## src/rtl/subst_pkg.sv

```systemverilog
package subst_pkg;
  localparam int WIDE_W   = 9;
  localparam int NARROW_W = 7;
  localparam int PAD_W    = WIDE_W - NARROW_W;
  localparam int PAIR_N   = WIDE_W * (WIDE_W - 1) / 2;

  typedef enum logic {PH_WIDE = 1'b0, PH_NARROW = 1'b1} phase_e;

  // flat index of the product of bits a and b, a < b
  function automatic int pair_idx(input int a, input int b);
    return a * WIDE_W - (a * (a + 1)) / 2 + (b - a - 1);
  endfunction
endpackage

```

## src/rtl/subst_rst_sync.sv

```systemverilog
module subst_rst_sync #(
  parameter int STAGES = 2
) (
  input  logic clk_i,
  input  logic rst_n_i,
  output logic rst_sync_n_o
);
  logic [STAGES-1:0] chain_q;
  logic [STAGES-1:0] chain_d;

  always_comb begin
    chain_d = {chain_q[STAGES-2:0], 1'b1};
  end

  always_ff @(posedge clk_i or negedge rst_n_i) begin
    if (!rst_n_i) chain_q <= '0;
    else          chain_q <= chain_d;
  end

  assign rst_sync_n_o = chain_q[STAGES-1];
endmodule

```

## src/rtl/subst_operand_mux.sv

```systemverilog
module subst_operand_mux
  import subst_pkg::*;
(
  input  phase_e              phase_i,
  input  logic [WIDE_W-1:0]   op9_i,
  input  logic [NARROW_W-1:0] op7_i,
  output logic [WIDE_W-1:0]   w_o
);
  logic [WIDE_W-1:0] narrow_ext;

  assign narrow_ext = {{PAD_W{1'b0}}, op7_i};

  always_comb begin
    w_o = (phase_i == PH_NARROW) ? narrow_ext : op9_i;
  end
endmodule

```

## src/rtl/subst_term_gen.sv

```systemverilog
module subst_term_gen
  import subst_pkg::*;
(
  input  logic [WIDE_W-1:0] w_i,
  output logic [PAIR_N-1:0] prod_o
);
  for (genvar ga = 0; ga < WIDE_W; ga++) begin : g_row
    for (genvar gb = ga + 1; gb < WIDE_W; gb++) begin : g_col
      assign prod_o[pair_idx(ga, gb)] = w_i[ga] & w_i[gb];
    end
  end
endmodule

```

## src/rtl/subst_xor_net.sv

```systemverilog
module subst_xor_net
  import subst_pkg::*;
(
  input  phase_e              phase_i,
  input  logic [WIDE_W-1:0]   w_i,
  input  logic [PAIR_N-1:0]   prod_i,
  output logic [WIDE_W-1:0]   res_o
);
  logic [WIDE_W-1:0]   x;
  logic [WIDE_W-1:0]   r9;
  logic [NARROW_W-1:0] r7;

  function automatic logic p(input logic [PAIR_N-1:0] v, input int a, input int b);
    return v[pair_idx(a, b)];
  endfunction

  assign x = w_i;

  always_comb begin
    r9[0] = p(prod_i,0,4) ^ p(prod_i,0,5) ^ p(prod_i,1,5) ^ p(prod_i,1,6) ^ p(prod_i,2,6)
          ^ p(prod_i,2,7) ^ p(prod_i,3,7) ^ p(prod_i,3,8) ^ p(prod_i,4,8) ^ 1'b1;
    r9[1] = p(prod_i,0,2) ^ x[3] ^ p(prod_i,1,3) ^ p(prod_i,2,3) ^ p(prod_i,3,4)
          ^ p(prod_i,4,5) ^ p(prod_i,0,6) ^ p(prod_i,2,6) ^ x[7] ^ p(prod_i,0,8)
          ^ p(prod_i,3,8) ^ p(prod_i,5,8) ^ 1'b1;
    r9[2] = p(prod_i,0,1) ^ p(prod_i,1,3) ^ x[4] ^ p(prod_i,0,4) ^ p(prod_i,2,4)
          ^ p(prod_i,3,4) ^ p(prod_i,4,5) ^ p(prod_i,0,6) ^ p(prod_i,5,6) ^ p(prod_i,1,7)
          ^ p(prod_i,3,7) ^ x[8];
    r9[3] = x[0] ^ p(prod_i,1,2) ^ p(prod_i,2,4) ^ x[5] ^ p(prod_i,1,5) ^ p(prod_i,3,5)
          ^ p(prod_i,4,5) ^ p(prod_i,5,6) ^ p(prod_i,1,7) ^ p(prod_i,6,7) ^ p(prod_i,2,8)
          ^ p(prod_i,4,8);
    r9[4] = x[1] ^ p(prod_i,0,3) ^ p(prod_i,2,3) ^ p(prod_i,0,5) ^ p(prod_i,3,5) ^ x[6]
          ^ p(prod_i,2,6) ^ p(prod_i,4,6) ^ p(prod_i,5,6) ^ p(prod_i,6,7) ^ p(prod_i,2,8)
          ^ p(prod_i,7,8);
    r9[5] = x[2] ^ p(prod_i,0,3) ^ p(prod_i,1,4) ^ p(prod_i,3,4) ^ p(prod_i,1,6)
          ^ p(prod_i,4,6) ^ x[7] ^ p(prod_i,3,7) ^ p(prod_i,5,7) ^ p(prod_i,6,7)
          ^ p(prod_i,0,8) ^ p(prod_i,7,8);
    r9[6] = p(prod_i,0,1) ^ x[3] ^ p(prod_i,1,4) ^ p(prod_i,2,5) ^ p(prod_i,4,5)
          ^ p(prod_i,2,7) ^ p(prod_i,5,7) ^ x[8] ^ p(prod_i,0,8) ^ p(prod_i,4,8)
          ^ p(prod_i,6,8) ^ p(prod_i,7,8) ^ 1'b1;
    r9[7] = x[1] ^ p(prod_i,0,1) ^ p(prod_i,1,2) ^ p(prod_i,2,3) ^ p(prod_i,0,4) ^ x[5]
          ^ p(prod_i,1,6) ^ p(prod_i,3,6) ^ p(prod_i,0,7) ^ p(prod_i,4,7) ^ p(prod_i,6,7)
          ^ p(prod_i,1,8) ^ 1'b1;
    r9[8] = x[0] ^ p(prod_i,0,1) ^ p(prod_i,1,2) ^ x[4] ^ p(prod_i,0,5) ^ p(prod_i,2,5)
          ^ p(prod_i,3,6) ^ p(prod_i,5,6) ^ p(prod_i,0,7) ^ p(prod_i,0,8) ^ p(prod_i,3,8)
          ^ p(prod_i,6,8) ^ 1'b1;
  end

  // second AND level: shared pair product gated by one more operand bit
  always_comb begin
    r7[0] = x[0] ^ p(prod_i,1,3) ^ (x[0] & p(prod_i,3,4)) ^ p(prod_i,1,5)
          ^ (x[0] & p(prod_i,2,5)) ^ p(prod_i,4,5) ^ (x[0] & p(prod_i,1,6)) ^ p(prod_i,2,6)
          ^ (x[0] & p(prod_i,5,6)) ^ (x[3] & p(prod_i,5,6)) ^ 1'b1;
    r7[1] = p(prod_i,0,2) ^ p(prod_i,0,4) ^ p(prod_i,3,4) ^ p(prod_i,1,5)
          ^ (x[2] & p(prod_i,4,5)) ^ x[6] ^ p(prod_i,0,6) ^ p(prod_i,3,6)
          ^ (x[2] & p(prod_i,3,6)) ^ (x[1] & p(prod_i,4,6)) ^ (x[0] & p(prod_i,5,6)) ^ 1'b1;
    r7[2] = p(prod_i,1,2) ^ (x[0] & p(prod_i,2,3)) ^ x[4] ^ p(prod_i,1,4)
          ^ (x[0] & p(prod_i,1,4)) ^ p(prod_i,0,5) ^ (x[0] & p(prod_i,4,5)) ^ p(prod_i,3,5)
          ^ (x[1] & p(prod_i,3,5)) ^ x[6] ^ (x[0] & p(prod_i,2,6)) ^ p(prod_i,1,6)
          ^ (x[4] & p(prod_i,5,6));
    r7[3] = x[0] ^ x[1] ^ (x[0] & p(prod_i,1,2)) ^ p(prod_i,0,3) ^ p(prod_i,2,4)
          ^ (x[1] & p(prod_i,4,5)) ^ p(prod_i,2,6) ^ (x[1] & p(prod_i,3,6))
          ^ (x[0] & p(prod_i,4,6)) ^ p(prod_i,5,6) ^ 1'b1;
    r7[4] = p(prod_i,2,3) ^ p(prod_i,0,4) ^ (x[1] & p(prod_i,3,4)) ^ x[5] ^ p(prod_i,2,5)
          ^ (x[1] & p(prod_i,2,5)) ^ (x[0] & p(prod_i,3,5)) ^ p(prod_i,1,6)
          ^ (x[1] & p(prod_i,5,6)) ^ (x[4] & p(prod_i,5,6)) ^ 1'b1;
    r7[5] = x[0] ^ x[1] ^ x[2] ^ (x[0] & p(prod_i,1,2)) ^ p(prod_i,0,3)
          ^ (x[1] & p(prod_i,2,3)) ^ p(prod_i,1,4) ^ (x[0] & p(prod_i,2,4)) ^ p(prod_i,0,5)
          ^ (x[0] & p(prod_i,1,5)) ^ p(prod_i,3,5) ^ p(prod_i,0,6) ^ (x[2] & p(prod_i,5,6));
    r7[6] = p(prod_i,0,1) ^ x[3] ^ p(prod_i,0,3) ^ (x[2] & p(prod_i,3,4)) ^ p(prod_i,0,5)
          ^ p(prod_i,2,5) ^ p(prod_i,3,5) ^ (x[1] & p(prod_i,3,5)) ^ p(prod_i,1,6)
          ^ (x[1] & p(prod_i,2,6)) ^ (x[0] & p(prod_i,3,6)) ^ p(prod_i,4,6)
          ^ (x[2] & p(prod_i,5,6));
  end

  always_comb begin
    res_o = (phase_i == PH_NARROW) ? {{PAD_W{1'b0}}, r7} : r9;
  end
endmodule

```

## src/rtl/sbox_duo.sv

```systemverilog
module sbox_duo
  import subst_pkg::*;
#(
  parameter int RST_STAGES = 2
) (
  input  logic                clk_i,
  input  logic                rst_n_i,
  input  logic                step_i,
  input  logic [WIDE_W-1:0]   op9_i,
  input  logic [NARROW_W-1:0] op7_i,
  output logic                phase_o,
  output logic [WIDE_W-1:0]   s9_q_o,
  output logic [NARROW_W-1:0] s7_q_o,
  output logic                s9_upd_o,
  output logic                s7_upd_o
);
  logic                rst_sync_n;
  phase_e              phase_q, phase_d;
  logic [WIDE_W-1:0]   w;
  logic [PAIR_N-1:0]   prod;
  logic [WIDE_W-1:0]   res;
  logic [WIDE_W-1:0]   s9_q, s9_d;
  logic [NARROW_W-1:0] s7_q, s7_d;
  logic                s9_en, s7_en;
  logic                s9_upd_q, s7_upd_q;

  subst_rst_sync #(.STAGES(RST_STAGES)) rst_sync_i (
    .clk_i(clk_i), .rst_n_i(rst_n_i), .rst_sync_n_o(rst_sync_n)
  );

  subst_operand_mux opmux_i (
    .phase_i(phase_q), .op9_i(op9_i), .op7_i(op7_i), .w_o(w)
  );

  subst_term_gen terms_i (.w_i(w), .prod_o(prod));

  subst_xor_net net_i (
    .phase_i(phase_q), .w_i(w), .prod_i(prod), .res_o(res)
  );

  always_comb begin
    s9_en   = step_i && (phase_q == PH_WIDE);
    s7_en   = step_i && (phase_q == PH_NARROW);
    phase_d = step_i ? ((phase_q == PH_WIDE) ? PH_NARROW : PH_WIDE) : phase_q;
    s9_d    = res;
    s7_d    = res[NARROW_W-1:0];
  end

  always_ff @(posedge clk_i or negedge rst_sync_n) begin
    if (!rst_sync_n) begin
      phase_q  <= PH_WIDE;
      s9_q     <= '0;
      s7_q     <= '0;
      s9_upd_q <= 1'b0;
      s7_upd_q <= 1'b0;
    end else begin
      phase_q  <= phase_d;
      if (s9_en) s9_q <= s9_d;
      if (s7_en) s7_q <= s7_d;
      s9_upd_q <= s9_en;
      s7_upd_q <= s7_en;
    end
  end

  assign phase_o  = phase_q;
  assign s9_q_o   = s9_q;
  assign s7_q_o   = s7_q;
  assign s9_upd_o = s9_upd_q;
  assign s7_upd_o = s7_upd_q;
endmodule

```

## config.mk

```make
export PLATFORM = sky130hd
export DESIGN_NAME = sbox_duo
export DESIGN_NICKNAME = d
export VERILOG_FILES = /design/src/rtl/subst_pkg.sv /design/src/rtl/subst_rst_sync.sv /design/src/rtl/subst_operand_mux.sv /design/src/rtl/subst_term_gen.sv /design/src/rtl/subst_xor_net.sv /design/src/rtl/sbox_duo.sv
export SDC_FILE = /design/constraint.sdc
export NUM_CORES = 1
export LEC_CHECK = 0
export ABC_AREA = 1
export CAP_MARGIN = 5
export CORE_AREA = 3 3 95 88
export CTS_BUF_LIST = sky130_fd_sc_hd__clkbuf_8
export CTS_CLUSTER_SIZE = 24
export DETAILED_ROUTE_END_ITERATION = 7
export DIE_AREA = 0 0 98 91
export GPL_TIMING_DRIVEN = 0
export PLACE_DENSITY = 0.62
export SKIP_LAST_GASP = 1
export SYNTH_ARGS = -nofsm -noshare
export SYNTH_HDL_FRONTEND = slang
export SYNTH_SLANG_ARGS = --single-unit
```

## constraint.sdc

```tcl
create_clock -name clk_i -period 1.8 [get_ports clk_i]
set_input_delay 0.36 -clock clk_i [delete_from_list [all_inputs] [get_ports clk_i]]
set_output_delay 0.36 -clock clk_i [all_outputs]
set_load 0.01 [all_outputs]
```

==> metrics.cfg, run 1 <==
[power]
power_frac_seq=0.163
switching_share=0.5048
vdd_ir_drop_max_mv=0.5449
p_switching_mw=2.307
clockPowerShare=0.072
p_total_mw=4.570
p_per_area_nw_per_um2=961.9
leakage_nw=2.618
power_frac_comb=0.765
p_int_mw=2.263

[synth]
synth.top_cell.area_share=0.3589
synth_commonest_cells=nand2_1, nand3_1, inv_1
netlist_instances=618
synth_most_common_cell=nand2_1
synth.area.top_cells=nand2_1, dfrtp_1, nand3_1, inv_1, xor2_1
yosysSeqAreaShare=0.1600
synthArstFlopShare=1.000
syn_nets=640
synthFlopType=dfrtp_1
synth_edf_count=0
yosysTopAreaCell=nand2_1
synth_area_per_cell_um2=5.315
yosysWarningCount=0
ys_types=31
syn_area_um2=3284
ys_seq_elements=21

[worst_setup_path]
r2r_setup_slack_ns=-0.60
cp.required_ns=1.97
crit_type=reg -> reg
end_kind=flip-flop
crit_fanout=7
start_kind=flip-flop
reg2reg_depth=23
r2r_start=phase_o
worstReg2RegEnd=s7_q_o[6]
cp.arrival_ns=2.57

[clock_network]
hold_buffers=0
clock-sinks=21
cts_tree=built
clkTransAtPathRegs_ns=0.08
cts-root-buf=clkbuf_8
clk_latency_ns=0.27
htreeDepth=1
cts_inserted_buffers=3
cts_buffer_depth=2

[floorplan]
ios=38
die_h_um=91
core.rowCount=30
coreArea_um2=7470
die-area_um2=8918
start_util=0.4397
fp.dieW_um=98

[hold_path]
hold_path_class=in -> async

[drt]
firstDrtPassIters=5
ant_nets=0
viasPerCell=5.420
wl_per_cell_um=15.99
route.vias.total=4314
wirelength_um=12730
drt_iter0_drc=289
drc_errors=0

[timing]
layout_min_cycle_time_ns=2.404
rsz0062_at_grt=yes
fin_ws_ns=-0.6044
relSlewSlack=0.4831
fmax_ghz=0.4159
setup-violations-final=16
final-hold-violation-count=0
slew_violations=0
tightestPinTransition_ns=0.7754
finClkSkew_ns=0.002169
finalCritPeriodShare=1.336

[global_routing]
grt_antenna_before_repair=0
track_usage=0.2765
first_global_vias=3931
grt-ovfl-total=0
grt_max_degree=20
grt_pass1_wl_um=19740

[placement]
post-dp-hpwl_um=8965
place_ws_ns=-0.9479
gp_congestion=0.9312
port_buffers=37

[final_layout]
syn_to_final_growth_pct=44.65
nFillCells=721
diodes=0
fin_nets=723
regArea_um2=525.5
multi_input_area_um2=2830
layout-drive-gt1-share=0.2686

[run]
drv_cap=0

[outcome]
status=complete, but fails checks
failed_checks=negative setup slack

## final cells by class
| type | count | share of cell area |
|---|---|---|
| multi-input cells | 511 | 0.5957 |
| inverters | 69 | 0.05741 |
| plain buffers | 16 | 0.04451 |
| flip-flops and latches | 21 | 0.1106 |
| clock inverters | 1 | 0.001580 |
| well taps | 96 | 0.02528 |
| clock buffers | 3 | 0.008691 |
| repair buffers | 79 | 0.1562 |
## per-layer routing
metal  wire [um]  global-route usage
met5           0                   0
met4         555              0.1153
met3         970             0.04992
met2        5761              0.4303
met1        5439              0.3752
## how the worst max path moves through the flow
stage	from	to	cells past startpoint
2_1_floorplan	phase_o	s7_q_o[5]	19
3_3_place_gp	op9_i[0]	s9_q_o[3]	17
3_5_place_dp	op9_i[0]	s7_q_o[3]	17
4_1_cts	phase_o	s9_q_o[3]	20
5_1_grt	phase_o	s7_q_o[6]	23
6_report	phase_o	s7_q_o[6]	23
## flip-flops by register name, summed over array words and instances, names as in the netlist
| register | flops |
|---|---|
| s9_q_o | 9 |
| s7_q_o | 7 |
| rst_sync_i.chain_q | 2 |
| phase_o | 1 |
| s7_upd_o | 1 |
| s9_upd_o | 1 |
## power by group through the flow
| stage | logic [mW] | clock network (mW) | registers, mW |
|---|---|---|---|
| final | 3.50 | 0.328 | 0.745 |
| after global routing | 3.82 | 0.356 | 0.770 |
| after CTS | 3.09 | 0.333 | 0.749 |
| after detailed placement | 2.75 | 0 | 0.758 |
| after global placement | 2.73 | 0 | 0.750 |
| after floorplan | 1.75 | 0 | 0.831 |
## cell usage in the layout (no fill, tap or decap), types with 2 or more instances in the layout
master and n:
inv_2 10, xor2_1 11, nand4_1 8, nand2_1 256, o21ai_2 3, buf_4 36
nand3_1 75, clkdlybuf4s50_1 36, clkbuf_8 3, dfrtp_1 21, clkinvlp_4 2, inv_1 55
ha_4 3, nand2_4 21, a21oi_1 3, xnor2_1 10, or2_1 2, buf_12 4
nand3_2 10, nor2_2 6, nand2_2 53, o21ai_1 5, nor2_4 4, xor2_2 2
nand3b_1 3, buf_6 8, o21ai_0 4, buf_8 7, nand2_8 5, nor2_1 19
buf_2 2
## what timing repair did
| action | CTS | global route |
|---|---|---|
| resized for setup | 60 | 83 |
| gates cloned | 0 | 1 |
| setup endpoints to repair | 16 | 17 |
| setup buffers | 24 | 18 |
| pin swaps | 20 | 37 |
## stage by stage
stage | setup TNS [ns] | cells | instance area (um^2) | utilization | hold slack [ns]
2_1_floorplan | -2.263 | 618 | 3338 | - | 0.06441
3_3_place_gp | -11.62 | 751 | 3829 | 0.5126 | 0.3303
3_5_place_dp | -11.76 | 751 | 3829 | 0.5126 | 0.3396
4_1_cts | -6.371 | 779 | 4309 | 0.5769 | 0.2413
5_1_grt | -8.908 | 796 | 4751 | 0.6360 | 0.2381
6_report | -6.888 | 796 | 4751 | 0.6360 | 0.2402
## worst max-delay path, stage by stage (launching register included)
cell and delay [ns]:
dfrtp_1 0.38, buf_6 0.16, inv_8 0.04, buf_8 0.13
nand2_4 0.06, nand2_4 0.07, buf_8 0.12, buf_4 0.12
buf_6 0.12, ha_4 0.17, inv_2 0.06, nand2_2 0.07
nand2_2 0.08, nand2_2 0.06, nand2_1 0.08, nand2_1 0.08
nand2_2 0.09, inv_2 0.04, nand3_2 0.06, nand2_2 0.06
nand2_2 0.07, nand2_2 0.06, nand2_1 0.05, nand2_1 0.05
## logic make-up (layout without fill, tap and decap cells)
group	Yosys count	after routing	synth area share
AOI/OAI and AO/OA	19	19	0.03620
adders and majority gates	3	3	0.01143
xor gates and xnor gates	25	25	0.06667
other	1	1	0.001142
and+or+nand+nor	463	463	0.6027
DFF	21	21	0.1600
buffers and inverters	86	168	0.1219
No activity file was read; power rests on OpenSTA's default activity.
==> run 2, diff against run 1 <==
--- a/config.mk
+++ b/config.mk
@@ -6,15 +6,15 @@
 export NUM_CORES = 1
 export LEC_CHECK = 0
 export ABC_AREA = 1
-export CAP_MARGIN = 5
+export CAP_MARGIN = 20
 export CORE_AREA = 3 3 95 88
 export CTS_BUF_LIST = sky130_fd_sc_hd__clkbuf_8
 export CTS_CLUSTER_SIZE = 24
 export DETAILED_ROUTE_END_ITERATION = 7
 export DIE_AREA = 0 0 98 91
+export GPL_ROUTABILITY_DRIVEN = 0
 export GPL_TIMING_DRIVEN = 0
 export PLACE_DENSITY = 0.62
-export SKIP_LAST_GASP = 1
 export SYNTH_ARGS = -nofsm -noshare
 export SYNTH_HDL_FRONTEND = slang
 export SYNTH_SLANG_ARGS = --single-unit
==> metrics.cfg, run 2 (synthesis results as in run 1) <==
[clock_network]
clock-sinks=21
clkTransAtPathRegs_ns=0.07
htreeDepth=1
clk_latency_ns=0.26
cts_inserted_buffers=3
cts_buffer_depth=2
cts-root-buf=clkbuf_8
cts_tree=built

[worst_setup_path]
crit_fanout=8
worstReg2RegEnd=s9_q_o[3]
worst_path_max_delay_cell=dfrtp_1
crit_path_frequent_cell=nand2_2
crit_end=s9_q_o[3]
critPathTopFamily=simple AND/OR/NAND/NOR gates
path_depth=20
r2r_setup_slack_ns=-0.50
path_cells=buf_6 -> inv_8 -> buf_8 -> nand2_4 -> nand2_4 -> buf_8 -> ha_4 -> xor2_4 -> inv_2 -> nand2_1 -> nand2_2 -> nand2_2 -> nand2_1 -> nand2_2 -> nand2_2 -> nand2_2 -> nand3_2 -> nand2_2 -> nand2_1 -> nand2_1
crit_type=reg -> reg
critPathBufInv=5
crit_path_start=phase_o
reg2reg_depth=20
r2r_start=phase_o
end_kind=flip-flop
start_kind=flip-flop
slowest_delay_ns=0.37
cp.required_ns=2.00
cp.arrival_ns=2.50

[final_layout]
layout-drive-gt1-share=0.2569
utilization=0.6256
final_cell_mix=nand2_1, nand3_1, inv_1
stdcell_area_um2=4673
multi_input_area_um2=2849
syn_to_final_growth_pct=42.29
largest_reg_flops=9
nFillCells=702
diodes=0
fin_cells=789
final_common_cell=nand2_1
regArea_um2=525.5
fin_nets=716

[placement]
post-dp-hpwl_um=8764
placed_area_um2=3829
port_buffers=37
dp.cells=751

[global_routing]
use_met2=0.4025
grt_use_met3=0.05607
grt_max_degree=20
track_usage=0.2609
grt_pass1_wl_um=18940
first_global_vias=3816
grt_antenna_before_repair=0
grt-ovfl-total=0
grt_use_met1=0.3633
busiest_layer=met2

[drt]
firstDrtPassIters=5
drt_iter0_drc=489
drc_errors=0
wirelength_um=12390
route.vias.total=4269
wl_per_cell_um=15.70
viasPerCell=5.411
ant_nets=0

[power]
vdd_ir_drop_max_mv=0.6183
leakage_nw=2.612
p_total_mw=4.465
p_per_area_nw_per_um2=955.4

[timing]
final-hold-violation-count=0
rsz0062_at_grt=yes
fin_hold_ws_ns=0.2563
layout_min_cycle_time_ns=2.301
slew_violations=0
tightestPinTransition_ns=0.7754
finalCritPeriodShare=1.279
finClkSkew_ns=0.003825
setup-violations-final=16
relSlewSlack=0.4831
fin_ws_ns=-0.5014
fmax_ghz=0.4345

[floorplan]
ios=38
start_util=0.4397
core.rowCount=30
fp.dieW_um=98
coreArea_um2=7470
die-area_um2=8918
die_h_um=91

[outcome]
failed_checks=negative setup slack
status=complete, but fails checks

[run]
drv_cap=0

[hold_path]
hold_path_class=in -> async

-- run 2: cell count changes in the layout (fill, tap and decap cells not counted), moves of 2 or more --
cell / before / now
dlygate4sd2_1: 0 / 2
dlymetal6s2s_1: 1 / 3
buf_4: 36 / 26
nand2_2: 53 / 48
clkdlybuf4s50_1: 36 / 32
nand2_8: 5 / 3
nand2_4: 21 / 27
nand2_1: 256 / 259
-- run 2: report_power, final --
part	switching, mW	total [mW]	internal, mW
sequential	0.0971	0.742	0.645
clock	0.154	0.306	0.152
combinational	2.01	3.42	1.41
-- run 2: worst min-delay path by stage --
stage / from / end / slack (ns) / depth (start not counted)
after floorplan: rst_n_i / rst_sync_i.chain_q[0] / 0.06 / 0
after global placement: rst_sync_i.chain_q[1] / s9_q_o[3] / 0.33 / 0
after detailed placement: rst_sync_i.chain_q[0] / rst_sync_i.chain_q[1] / 0.34 / 0
after CTS: rst_n_i / rst_sync_i.chain_q[1] / 0.26 / 1
after global routing: rst_n_i / rst_sync_i.chain_q[0] / 0.26 / 1
final: rst_n_i / rst_sync_i.chain_q[1] / 0.26 / 1
-- run 2: what timing repair did --
item,in CTS,in global routing
gates cloned,2,1
resized for setup,54,89
hold buffers,0,0
buffers inserted,18,13
setup endpoints to repair,16,17
pin swaps,15,28
-- run 2: cell type report --
| cell class | count | area share |
|---|---|---|
| Sequential cell | 21 | 0.1124 |
| Tap cell | 96 | 0.02570 |
| Timing Repair Buffer | 69 | 0.1416 |
| Clock buffer | 3 | 0.008835 |
| Multi-Input combinational cell | 513 | 0.6096 |
| Inverter | 69 | 0.05837 |
| Clock inverter | 1 | 0.0008032 |
| Buffer | 17 | 0.04257 |
-- run 2: through the flow --
| step | setup TNS [ns] | setup WS, ns |
|---|---|---|
| 6_report | -5.997 | -0.5014 |
| 2_1_floorplan | -2.263 | -0.3573 |
| 3_5_place_dp | -11.01 | -0.8320 |
| 3_3_place_gp | -10.62 | -0.8179 |
| 5_1_grt | -8.367 | -0.6450 |
| 4_1_cts | -5.534 | -0.4320 |
-- run 2: layer usage --
metal | up-vias | part of all wire | routed length [um]
li1 | 2077 | - | -
met4 | 0 | 0.035 | 438
met1 | 1915 | 0.43 | 5383
met2 | 230 | 0.44 | 5482
met5 | - | 0 | 0
met3 | 47 | 0.087 | 1082
==> run 3, diff against run 2 <==
--- a/config.mk
+++ b/config.mk
@@ -14,6 +14,7 @@
 export DIE_AREA = 0 0 98 91
 export GPL_ROUTABILITY_DRIVEN = 0
 export GPL_TIMING_DRIVEN = 0
+export HOLD_SLACK_MARGIN = 0.03
 export PLACE_DENSITY = 0.62
 export SYNTH_ARGS = -nofsm -noshare
 export SYNTH_HDL_FRONTEND = slang
==> results of run 3 <==
No change in the layout: final DEF, timing and power equal those of run 2.
